===== config.mk =====
export PLATFORM = sky130hd
export DESIGN_NAME = dtpulse_out
export DESIGN_NICKNAME = d
export VERILOG_FILES = /design/src/rtl/dtpulse_pkg.sv /design/src/rtl/dtpulse_regs.sv /design/src/rtl/dtpulse_timebase.sv /design/src/rtl/dtpulse_group.sv /design/src/rtl/dtpulse_out.sv
export SDC_FILE = /design/constraint.sdc
export NUM_CORES = 1
export LEC_CHECK = 0
export BUFFER_PORTS_ARGS = -buffer_cell sky130_fd_sc_hd__buf_4
export CORE_UTILIZATION = 35
export CTS_BUF_LIST = sky130_fd_sc_hd__clkbuf_4
export CTS_CLUSTER_SIZE = 8
export DETAILED_ROUTE_END_ITERATION = 12
export PLACE_DENSITY_LB_ADDON = 0.1
export SYNTH_ARGS = -nofsm -noshare
export SYNTH_HDL_FRONTEND = slang
export SYNTH_HIERARCHICAL = 1
export SYNTH_SLANG_ARGS = --single-unit

===== constraint.sdc =====
create_clock -name clk -period 2.4 [get_ports clk]
set_input_delay 0.36 -clock clk [delete_from_list [all_inputs] [get_ports clk]]
set_output_delay 0.36 -clock clk [all_outputs]
set_load 0.02 [all_outputs]

===== src/rtl/dtpulse_pkg.sv =====
package dtpulse_pkg;

   typedef enum logic [2:0] {
      ADR_PERIOD = 3'd0,
      ADR_MARGIN = 3'd1,
      ADR_NDATA  = 3'd2,
      ADR_OEN    = 3'd3,
      ADR_CTRL   = 3'd4,
      ADR_FLAG   = 3'd5
   } dtp_addr_e;

   localparam int CTL_RUN      = 0;
   localparam int CTL_REQEN    = 1;
   localparam int CTL_NOV_BASE = 2;

   function automatic int ctl_width(input int ngrp);
      return CTL_NOV_BASE + 2 * ngrp;
   endfunction

   function automatic int ctl_trig_base(input int ngrp);
      return CTL_NOV_BASE + ngrp;
   endfunction

endpackage


===== src/rtl/dtpulse_regs.sv =====
module dtpulse_regs
   import dtpulse_pkg::*;
#(
   parameter int CNT_W   = 16,
   parameter int OUT_W   = 8,
   parameter int NUM_GRP = 2,
   parameter int DATA_W  = 16
) (
   input  logic               clk,
   input  logic               rst_n,
   input  logic               wr_en,
   input  logic [2:0]         wr_addr,
   input  logic [DATA_W-1:0]  wr_data,
   output logic [CNT_W-1:0]   period_q,
   output logic [CNT_W-1:0]   margin_q,
   output logic [OUT_W-1:0]   ndata_q,
   output logic [OUT_W-1:0]   oen_q,
   output logic               run_q,
   output logic               reqen_q,
   output logic [NUM_GRP-1:0] nov_q,
   output logic [NUM_GRP-1:0] trig_q,
   output logic               flag_clr
);
   localparam int CTL_W  = ctl_width(NUM_GRP);
   localparam int TRIG_B = ctl_trig_base(NUM_GRP);

   if (DATA_W < CNT_W || DATA_W < OUT_W || DATA_W < CTL_W) begin : g_bad_width
      $error("dtpulse_regs: DATA_W too narrow for the register fields");
   end

   logic [CTL_W-1:0] ctrl_q;
   logic             unused_wdata;

   always_ff @(posedge clk) begin
      if (!rst_n) begin
         period_q <= '0;
         margin_q <= '0;
         ndata_q  <= '0;
         oen_q    <= '0;
         ctrl_q   <= '0;
      end else if (wr_en) begin
         case (wr_addr)
            ADR_PERIOD: period_q <= wr_data[CNT_W-1:0];
            ADR_MARGIN: margin_q <= wr_data[CNT_W-1:0];
            ADR_NDATA:  ndata_q  <= wr_data[OUT_W-1:0];
            ADR_OEN:    oen_q    <= wr_data[OUT_W-1:0];
            ADR_CTRL:   ctrl_q   <= wr_data[CTL_W-1:0];
            default: ;
         endcase
      end
   end

   assign run_q    = ctrl_q[CTL_RUN];
   assign reqen_q  = ctrl_q[CTL_REQEN];
   assign nov_q    = ctrl_q[CTL_NOV_BASE +: NUM_GRP];
   assign trig_q   = ctrl_q[TRIG_B +: NUM_GRP];
   assign flag_clr = wr_en && (wr_addr == ADR_FLAG) && wr_data[0];
   assign unused_wdata = ^wr_data;

endmodule


===== src/rtl/dtpulse_timebase.sv =====
module dtpulse_timebase #(
   parameter int CNT_W = 16
) (
   input  logic             clk,
   input  logic             rst_n,
   input  logic             run,
   input  logic [CNT_W-1:0] period,
   input  logic [CNT_W-1:0] margin,
   output logic             hit_a,
   output logic             hit_b
);
   if (CNT_W < 2) begin : g_bad_cnt
      $error("dtpulse_timebase: CNT_W must be at least 2");
   end

   logic [CNT_W-1:0] cnt_q;
   logic             margin_ok;

   always_ff @(posedge clk) begin
      if (!rst_n)
         cnt_q <= '0;
      else if (run)
         cnt_q <= (cnt_q >= period) ? '0 : cnt_q + 1'b1;
   end

   assign margin_ok = margin < period;
   assign hit_b     = run && (cnt_q >= period);
   assign hit_a     = run && margin_ok && (cnt_q == margin);

   // a stopped timebase keeps its count
   p_cnt_frozen_r9: assert property (@(posedge clk) disable iff (!rst_n)
      !run |=> $stable(cnt_q));

   // below the period the count moves by exactly one
   p_cnt_step_r1: assert property (@(posedge clk) disable iff (!rst_n)
      (run && cnt_q < period) |=> (cnt_q == $past(cnt_q) + 1'b1));

endmodule


===== src/rtl/dtpulse_group.sv =====
module dtpulse_group #(
   parameter int GRP_W = 4
) (
   input  logic             clk,
   input  logic             rst_n,
   input  logic             hit_a,
   input  logic             hit_b,
   input  logic             nov,
   input  logic             trig,
   input  logic [GRP_W-1:0] oen,
   input  logic [GRP_W-1:0] ndata,
   output logic [GRP_W-1:0] out_q
);
   if (GRP_W < 1) begin : g_bad_grp
      $error("dtpulse_group: GRP_W must be positive");
   end

   logic [GRP_W-1:0] fall_m, rise_m, nxt;

   always_comb begin
      fall_m = out_q & oen & ~ndata;
      rise_m = ~out_q & oen & ndata;
      nxt    = out_q;
      if (trig && hit_b)
         nxt = nov ? (out_q & ~fall_m) : ((out_q & ~oen) | (ndata & oen));
      else if (trig && nov && hit_a)
         nxt = out_q | rise_m;
   end

   always_ff @(posedge clk) begin
      if (!rst_n) out_q <= '0;
      else        out_q <= nxt;
   end

   // in dead-time mode nothing falls outside the period match
   p_fall_at_b_r2: assert property (@(posedge clk) disable iff (!rst_n)
      (nov && !(trig && hit_b)) |=> ((~out_q & $past(out_q)) == '0));

   // in dead-time mode nothing rises outside the margin match
   p_rise_at_a_r3: assert property (@(posedge clk) disable iff (!rst_n)
      (nov && !(trig && hit_a)) |=> ((out_q & ~$past(out_q)) == '0));

endmodule


===== src/rtl/dtpulse_out.sv =====
module dtpulse_out
   import dtpulse_pkg::*;
#(
   parameter int CNT_W   = 16,
   parameter int GRP_W   = 4,
   parameter int NUM_GRP = 2,
   parameter int DATA_W  = 16
) (
   input  logic                     clk,
   input  logic                     rst_n,
   input  logic                     wr_en,
   input  logic [2:0]               wr_addr,
   input  logic [DATA_W-1:0]        wr_data,
   output logic [NUM_GRP*GRP_W-1:0] pulse_out,
   output logic                     reload_req,
   output logic                     margin_flag
);
   localparam int OUT_W = NUM_GRP * GRP_W;

   if (NUM_GRP < 1) begin : g_bad_ngrp
      $error("dtpulse_out: NUM_GRP must be positive");
   end

   logic [CNT_W-1:0]   period_q, margin_q;
   logic [OUT_W-1:0]   ndata_q, oen_q;
   logic               run_q, reqen_q, flag_clr;
   logic [NUM_GRP-1:0] nov_q, trig_q;
   logic               hit_a, hit_b, hit_a_d;

   dtpulse_regs #(
      .CNT_W(CNT_W), .OUT_W(OUT_W), .NUM_GRP(NUM_GRP), .DATA_W(DATA_W)
   ) u_regs (
      .clk(clk), .rst_n(rst_n), .wr_en(wr_en), .wr_addr(wr_addr), .wr_data(wr_data),
      .period_q(period_q), .margin_q(margin_q), .ndata_q(ndata_q), .oen_q(oen_q),
      .run_q(run_q), .reqen_q(reqen_q), .nov_q(nov_q), .trig_q(trig_q),
      .flag_clr(flag_clr)
   );

   dtpulse_timebase #(.CNT_W(CNT_W)) u_tb (
      .clk(clk), .rst_n(rst_n), .run(run_q), .period(period_q), .margin(margin_q),
      .hit_a(hit_a), .hit_b(hit_b)
   );

   for (genvar g = 0; g < NUM_GRP; g++) begin : g_grp
      dtpulse_group #(.GRP_W(GRP_W)) u_grp (
         .clk(clk), .rst_n(rst_n), .hit_a(hit_a), .hit_b(hit_b),
         .nov(nov_q[g]), .trig(trig_q[g]),
         .oen(oen_q[g*GRP_W +: GRP_W]), .ndata(ndata_q[g*GRP_W +: GRP_W]),
         .out_q(pulse_out[g*GRP_W +: GRP_W])
      );
   end

   always_ff @(posedge clk) begin
      if (!rst_n) begin
         hit_a_d     <= 1'b0;
         reload_req  <= 1'b0;
         margin_flag <= 1'b0;
      end else begin
         hit_a_d    <= hit_a;
         reload_req <= hit_a && !hit_a_d && reqen_q;
         if (hit_a)         margin_flag <= 1'b1;
         else if (flag_clr) margin_flag <= 1'b0;
      end
   end

   // the request never lasts more than one cycle
   p_req_single_r4: assert property (@(posedge clk) disable iff (!rst_n)
      reload_req |=> !reload_req);

   // a request always comes with the flag
   p_flag_with_req_r4: assert property (@(posedge clk) disable iff (!rst_n)
      reload_req |-> margin_flag);

   // a request only follows a margin below the period
   p_req_margin_r10: assert property (@(posedge clk) disable iff (!rst_n)
      reload_req |-> $past(margin_q < period_q));

   // outputs freeze while stopped
   p_out_frozen_r9: assert property (@(posedge clk) disable iff (!rst_n)
      !run_q |=> $stable(pulse_out));

endmodule


==> flow_summary.toml, run 1 <==
[sta]
tightest_slew_ns = 0.616
post-route-period-util_pct = 91.7
slew_viol_final = 0
fin_tns_setup_ns = 0
finalSetupViolCount = 0
fin_crit_ns = 2.20
fmax_ghz = 0.454
slew_headroom_pct = 59.0
final-hold-violation-count = 0
rsz0062_at_grt = "false"
finalClockSkew_ns = 0.0179

[die]
initial_core_util_pct = 36.4
rows = 39
ioPinCount = 32
die_h_um = 112
die-width_um = 112
core_area_um2 = 11600
dieArea_um2 = 12500

[grt]
overflow = 0
gr-usage-all-layers_pct = 16.6
antenna_found_initial = 0
grt_pass1_vias = 3264
grt_pass1_wl_mm = 16.1
grt_max_degree = 34

[clocking]
htreeDepth = 3
path_clk_slew_ns = 0.13
cts_buffers = 9
clock_path_buffers = 2
cts-root-buf = "clkbuf_4"
clkSinkCount = 81
clk_latency_ns = 0.46
cts_tree = "done"

[logic_synthesis]
synthCells = 455
syn_avg_cell_area_um2 = 9.30
synth.top_cells.by_area = "dfxtp_1 38%, mux2i_1 13%, ha_1 9.5%"
ys_seq_area_share_pct = 38.3
synth_top_cell_by_area = "dfxtp_1"
synth_top_area_share_pct = 38.3
synth_edf_count = 0
synthDistinctLibCells = 44
ys.flop_type = "dfxtp_1"
ys_seq_elements = 81
syn_nets = 509
synth_warnings = 6
synth_async_sr_flop_share_pct = 0
netlist_area_um2 = 4230

[run_status]
status = "finished, final reports clean"

[critical_path]
crit_path_end_kind = "register"
critPathRequiredTime_ns = 2.79
worstSetupStartpoint = "u_regs/period_q[9]$_SDFFE_PN0P_"
startpoint_type = "register"
path_class = "register to register"
r2r_cells = 10
critical_path.max_fanout = 4
r2r_slack_ns = 0.20
r2r_start = "u_regs/period_q[9]$_SDFFE_PN0P_"
arrival_ns = 2.60

[layout]
nFillCells = 1169
final_common_cell = "nand2_1"
layout_common_cells = "84 x nand2_1, 81 x dfxtp_1, 55 x mux2i_1"
final_util_pct = 42.1
areaGrowthSynthToFinish_pct = 15.7
final_layout_size_suffix_gt1_share_pct = 16.6
final_area_um2 = 4890
final_nets = 556
layoutNonFillerInstCount = 650
n_antenna_cell = 0

[route]
wl_per_cell_um = 15.0
remaining_drc_errors = 0
drt_iter0_markers = 108
viasPerCell = 4.97
ant_nets = 0
drtPass1Iterations = 4
vias = 3230
wl_mm = 9.78

[hold_path]
holdPathStages = 3
hold_path.class = "primary input to register"

[placement]
hpwl_mm = 7.36
placed_area_um2 = 4700
port_buffers = 31
placed_cells = 633
globalplace.congestion = 0.779

[power_and_ir_drop]
p_sw_uw = 620
clkPwrFrac_pct = 38.8
power_density_nw_per_um2 = 535
seqPwrFrac_pct = 52.8
ir_worst_vdd_mv = 0.313
intPower_mw = 2.00
sw_frac_of_total_pct = 23.7
p_comb_share_pct = 8.5
power.leakage_nw = 2.11

[run]
maxCapViolCount = 0
metal layers:
metal	vias to the layer above	global-route usage (%)	part of all wire [%]	wire [µm]
li1	1665	-	-	-
met1	1513	21.6	49	4830
met2	41	27.1	46	4480
met3	11	3.86	3.3	318
met4	0	5.60	1.5	144
met5	-	0	0	0
flip-flops by register name, summed over array words and instances, names as in the netlist, named ones only:
name	count
u_regs/oen_q	8
u_regs/period_q	16
u_regs/ndata_q	8
u_regs/margin_q	16
hit_a_d	1
u_tb/cnt_q	16
u_regs/ctrl_q	6
margin_flag	1
reload_req	1
how the worst min path moves through the flow:
stage	startpoint	endpoint	slack (ns)
floorplan	u_regs/ctrl_q[1]$_SDFFE_PN0P_	u_regs/ctrl_q[1]$_SDFFE_PN0P_	0.43
global placement	u_regs/ctrl_q[1]$_SDFFE_PN0P_	u_regs/ctrl_q[1]$_SDFFE_PN0P_	0.44
detailed placement	u_regs/ctrl_q[1]$_SDFFE_PN0P_	u_regs/ctrl_q[1]$_SDFFE_PN0P_	0.45
CTS	wr_data[13]	u_regs/period_q[13]$_SDFFE_PN0P_	0.14
global route	wr_data[14]	u_regs/period_q[14]$_SDFFE_PN0P_	0.16
finish	wr_data[13]	u_regs/period_q[13]$_SDFFE_PN0P_	0.17
final cells by class:
class,instances,area [µm²],share of cell area [%]
inverters,20,75.1,1.53
multi-input cells,337,2440,49.8
clock inverters,6,106,2.17
flip-flops and latches,81,1620,33.1
well taps,143,179,3.66
clock buffers,10,75.1,1.53
repair buffers,53,398,8.13
timing repair:
action / CTS / global route
hold buffers: 0 / 0
buffers inserted: 0 / 1
pin swaps: 0 / 1
resized for setup: 1 / 1
setup endpoints to repair: 8 / 8
cells by family after synthesis:
logic type / Yosys count / synth area share (%)
adders and majority gates: 32 / 9.46
DFF: 81 / 38.3
muxes: 55 / 13.0
xor gates and xnor gates: 30 / 6.21
buffers and inverters: 37 / 4.17
AOI/OAI and AO/OA: 48 / 7.72
and+or+nand+nor: 172 / 21.1
cell usage after synthesis (2+ instances only):
cell type	instances
nand2b_1	11
and3_1	3
nand4_1	14
ha_1	32
xor2_1	12
nand2_1	84
nor2b_1	2
buf_2	2
nand4bb_1	2
xnor2_1	18
o21ai_0	4
inv_1	20
or2b_1	8
a211oi_1	2
a21o_1	4
buf_6	2
nor3_1	3
dfxtp_1	81
mux2i_1	55
a21o_2	2
a41oi_1	8
a21oi_1	21
clkbuf_1	11
nor3b_2	8
nor2_1	21
nand3_1	7
stage by stage:
step | hold slack, ns | setup slack, ns | total power [mW]
final | 0.169 | 0.198 | 2.62
after CTS | 0.143 | 0.0703 | 2.65
after global placement | 0.445 | -0.0124 | 1.63
after detailed placement | 0.450 | -0.0543 | 1.63
after floorplan | 0.434 | 0.229 | 1.55
after global routing | 0.155 | 0.00244 | 2.72
worst max-delay path, stage by stage, from the launching register on:
cell and delay [ns]:
dfxtp_1 0.35, inv_1 0.08, ha_1 0.32, a21o_1 0.16
a21o_1 0.17, a21oi_1 0.16, o2111ai_1 0.14, a21oi_2 0.24
a21o_2 0.22, a41oi_1 0.14, nor3b_2 0.17
power groups by stage:
stage / logic, mW / clock network [mW] / registers, mW
after detailed placement: 0.221 / 0 / 1.41
final: 0.221 / 1.02 / 1.38
after global routing: 0.245 / 1.09 / 1.38
after global placement: 0.218 / 0 / 1.41
after floorplan: 0.143 / 0 / 1.41
after CTS: 0.223 / 1.05 / 1.38
No activity file was read; power rests on OpenSTA's default activity.
==> run 2: changes to the inputs <==
--- a/config.mk
+++ b/config.mk
@@ -6,6 +6,7 @@
 export NUM_CORES = 1
 export LEC_CHECK = 0
 export BUFFER_PORTS_ARGS = -buffer_cell sky130_fd_sc_hd__buf_4
+export CORE_ASPECT_RATIO = 0.8
 export CORE_UTILIZATION = 35
 export CTS_BUF_LIST = sky130_fd_sc_hd__clkbuf_4
 export CTS_CLUSTER_SIZE = 8
==> flow_summary.toml, run 2 (synthesis results as in run 1) <==
[run]
maxCapViolCount = 0

[sta]
post-route-period-util_pct = 93.7
finalSetupViolCount = 0
slew_viol_final = 0
fin_tns_setup_ns = 0
fmax_ghz = 0.445
finalClockSkew_ns = 0.0137
fin_crit_ns = 2.25
rsz0062_at_grt = "false"
final-hold-violation-count = 0
slew_headroom_pct = 55.5
tightest_slew_ns = 0.667
setup_ws_ns = 0.151

[grt]
grt_max_degree = 63
antenna_found_initial = 1
gr-usage-all-layers_pct = 17.0
overflow = 0
grt_pass1_wl_mm = 16.3
grt_pass1_vias = 3109

[clocking]
clk_latency_ns = 0.44
cts_tree = "done"
clkSinkCount = 81
htreeDepth = 3
cts-root-buf = "clkbuf_4"
cts_setup_buffers = 0
ctsResizeCount = 0
ctsHoldBuffers = 0
clock_path_buffers = 2
path_clk_slew_ns = 0.13
cts_buffers = 9

[placement]
globalplace.congestion = 0.770
place_worst_setup_slack_ns = 0.117
hpwl_mm = 7.52
port_buffers = 31

[layout]
final_nets = 555
final_common_cell = "nand2_1"
layout_common_cells = "84 x nand2_1, 81 x dfxtp_1, 55 x mux2i_1"
top_regs = "u_regs/margin_q: 16 flops, u_regs/period_q: 16 flops, u_tb/cnt_q: 16 flops"
final_layout_size_suffix_gt1_share_pct = 16.0
areaGrowthSynthToFinish_pct = 14.9

[run_status]
status = "finished, final reports clean"

[critical_path]
r2r_start = "u_tb/cnt_q[0]$_SDFFE_PN0P_"
arrival_ns = 2.58
crit_path_end_kind = "register"
critical_path.max_fanout = 4
worstSetupStartpoint = "u_tb/cnt_q[0]$_SDFFE_PN0P_"
critPathRequiredTime_ns = 2.73
path_class = "register to register"
startpoint_type = "register"

[die]
rows = 35
dieArea_um2 = 12500
initial_core_util_pct = 36.3
core_area_um2 = 11600
ioPinCount = 32
die_h_um = 100
die-width_um = 125

[route]
ant_nets = 0
viasPerCell = 4.91
drt_iter0_markers = 194
drtPass1Iterations = 4
remaining_drc_errors = 0
wl_per_cell_um = 15.5
wl_mm = 10.1
vias = 3214

[hold_path]
hold_path.class = "primary input to register"
hp-start = "wr_data[13]"

[power_and_ir_drop]
power_density_nw_per_um2 = 495
ir_worst_vdd_mv = 0.212
power.leakage_nw = 2.09
p_total_mw = 2.41
[run 2: area by class of cell]
class | instances | area (µm²)
fillers | 1168 | 6790
diodes | 1 | 2.50
clock inverters | 6 | 58.8
inverters | 20 | 75.1
well taps | 148 | 185
multi-input cells | 337 | 2440
repair buffers | 52 | 403
clock buffers | 10 | 75.1
flip-flops and latches | 81 | 1620
[run 2: report_power, final]
part	switching [mW]	leakage, nW	total [mW]	internal (mW)
registers	0.0165	0.654	1.38	1.36
logic	0.122	1.36	0.219	0.0969
clock network	0.482	0.0731	0.806	0.323
total	0.621	2.09	2.41	1.79
[run 2: layer usage]
metal / vias up / track usage [%] / part of all wire, %
met5: - / 0 / 0
met3: 8 / 3.68 / 3.5
met1: 1486 / 25.6 / 56
met4: 0 / 4.50 / 0.95
li1: 1676 / - / -
met2: 44 / 24.0 / 40
[run 2: path summary, 6_finish.rpt]
| kind | endpoint | slack (ns) | depth (start not counted) |
|---|---|---|---|
| setup reg to reg | register | 0.15 | 9 |
| setup / recovery | register | 0.15 | 9 |
| hold / removal | u_regs/margin_q[13]$_SDFFE_PN0P_ | 0.19 | 3 |
| hold reg to reg | u_regs/period_q[15]$_SDFFE_PN0P_ | 0.47 | 2 |
[run 2: metrics by stage]
stage	instance area, µm²	utilization (%)	hold WS (ns)	std cells
2_1_floorplan	4230	-	0.434	455
3_3_place_gp	4720	40.5	0.449	638
3_5_place_dp	4720	40.5	0.454	638
4_1_cts	4850	41.6	0.157	654
5_1_grt	4860	41.7	0.167	655
6_report	4860	41.7	0.189	655
[run 2: worst max-delay path, stage by stage, from the launching register on]
cell and delay (ns):
dfxtp_1 0.35, inv_1 0.06, ha_1 0.27, nand2b_1 0.14, a2111o_1 0.42, a31oi_2 0.22, a21oi_2 0.13, a21o_2 0.25
a41oi_1 0.26, nor3b_2 0.07
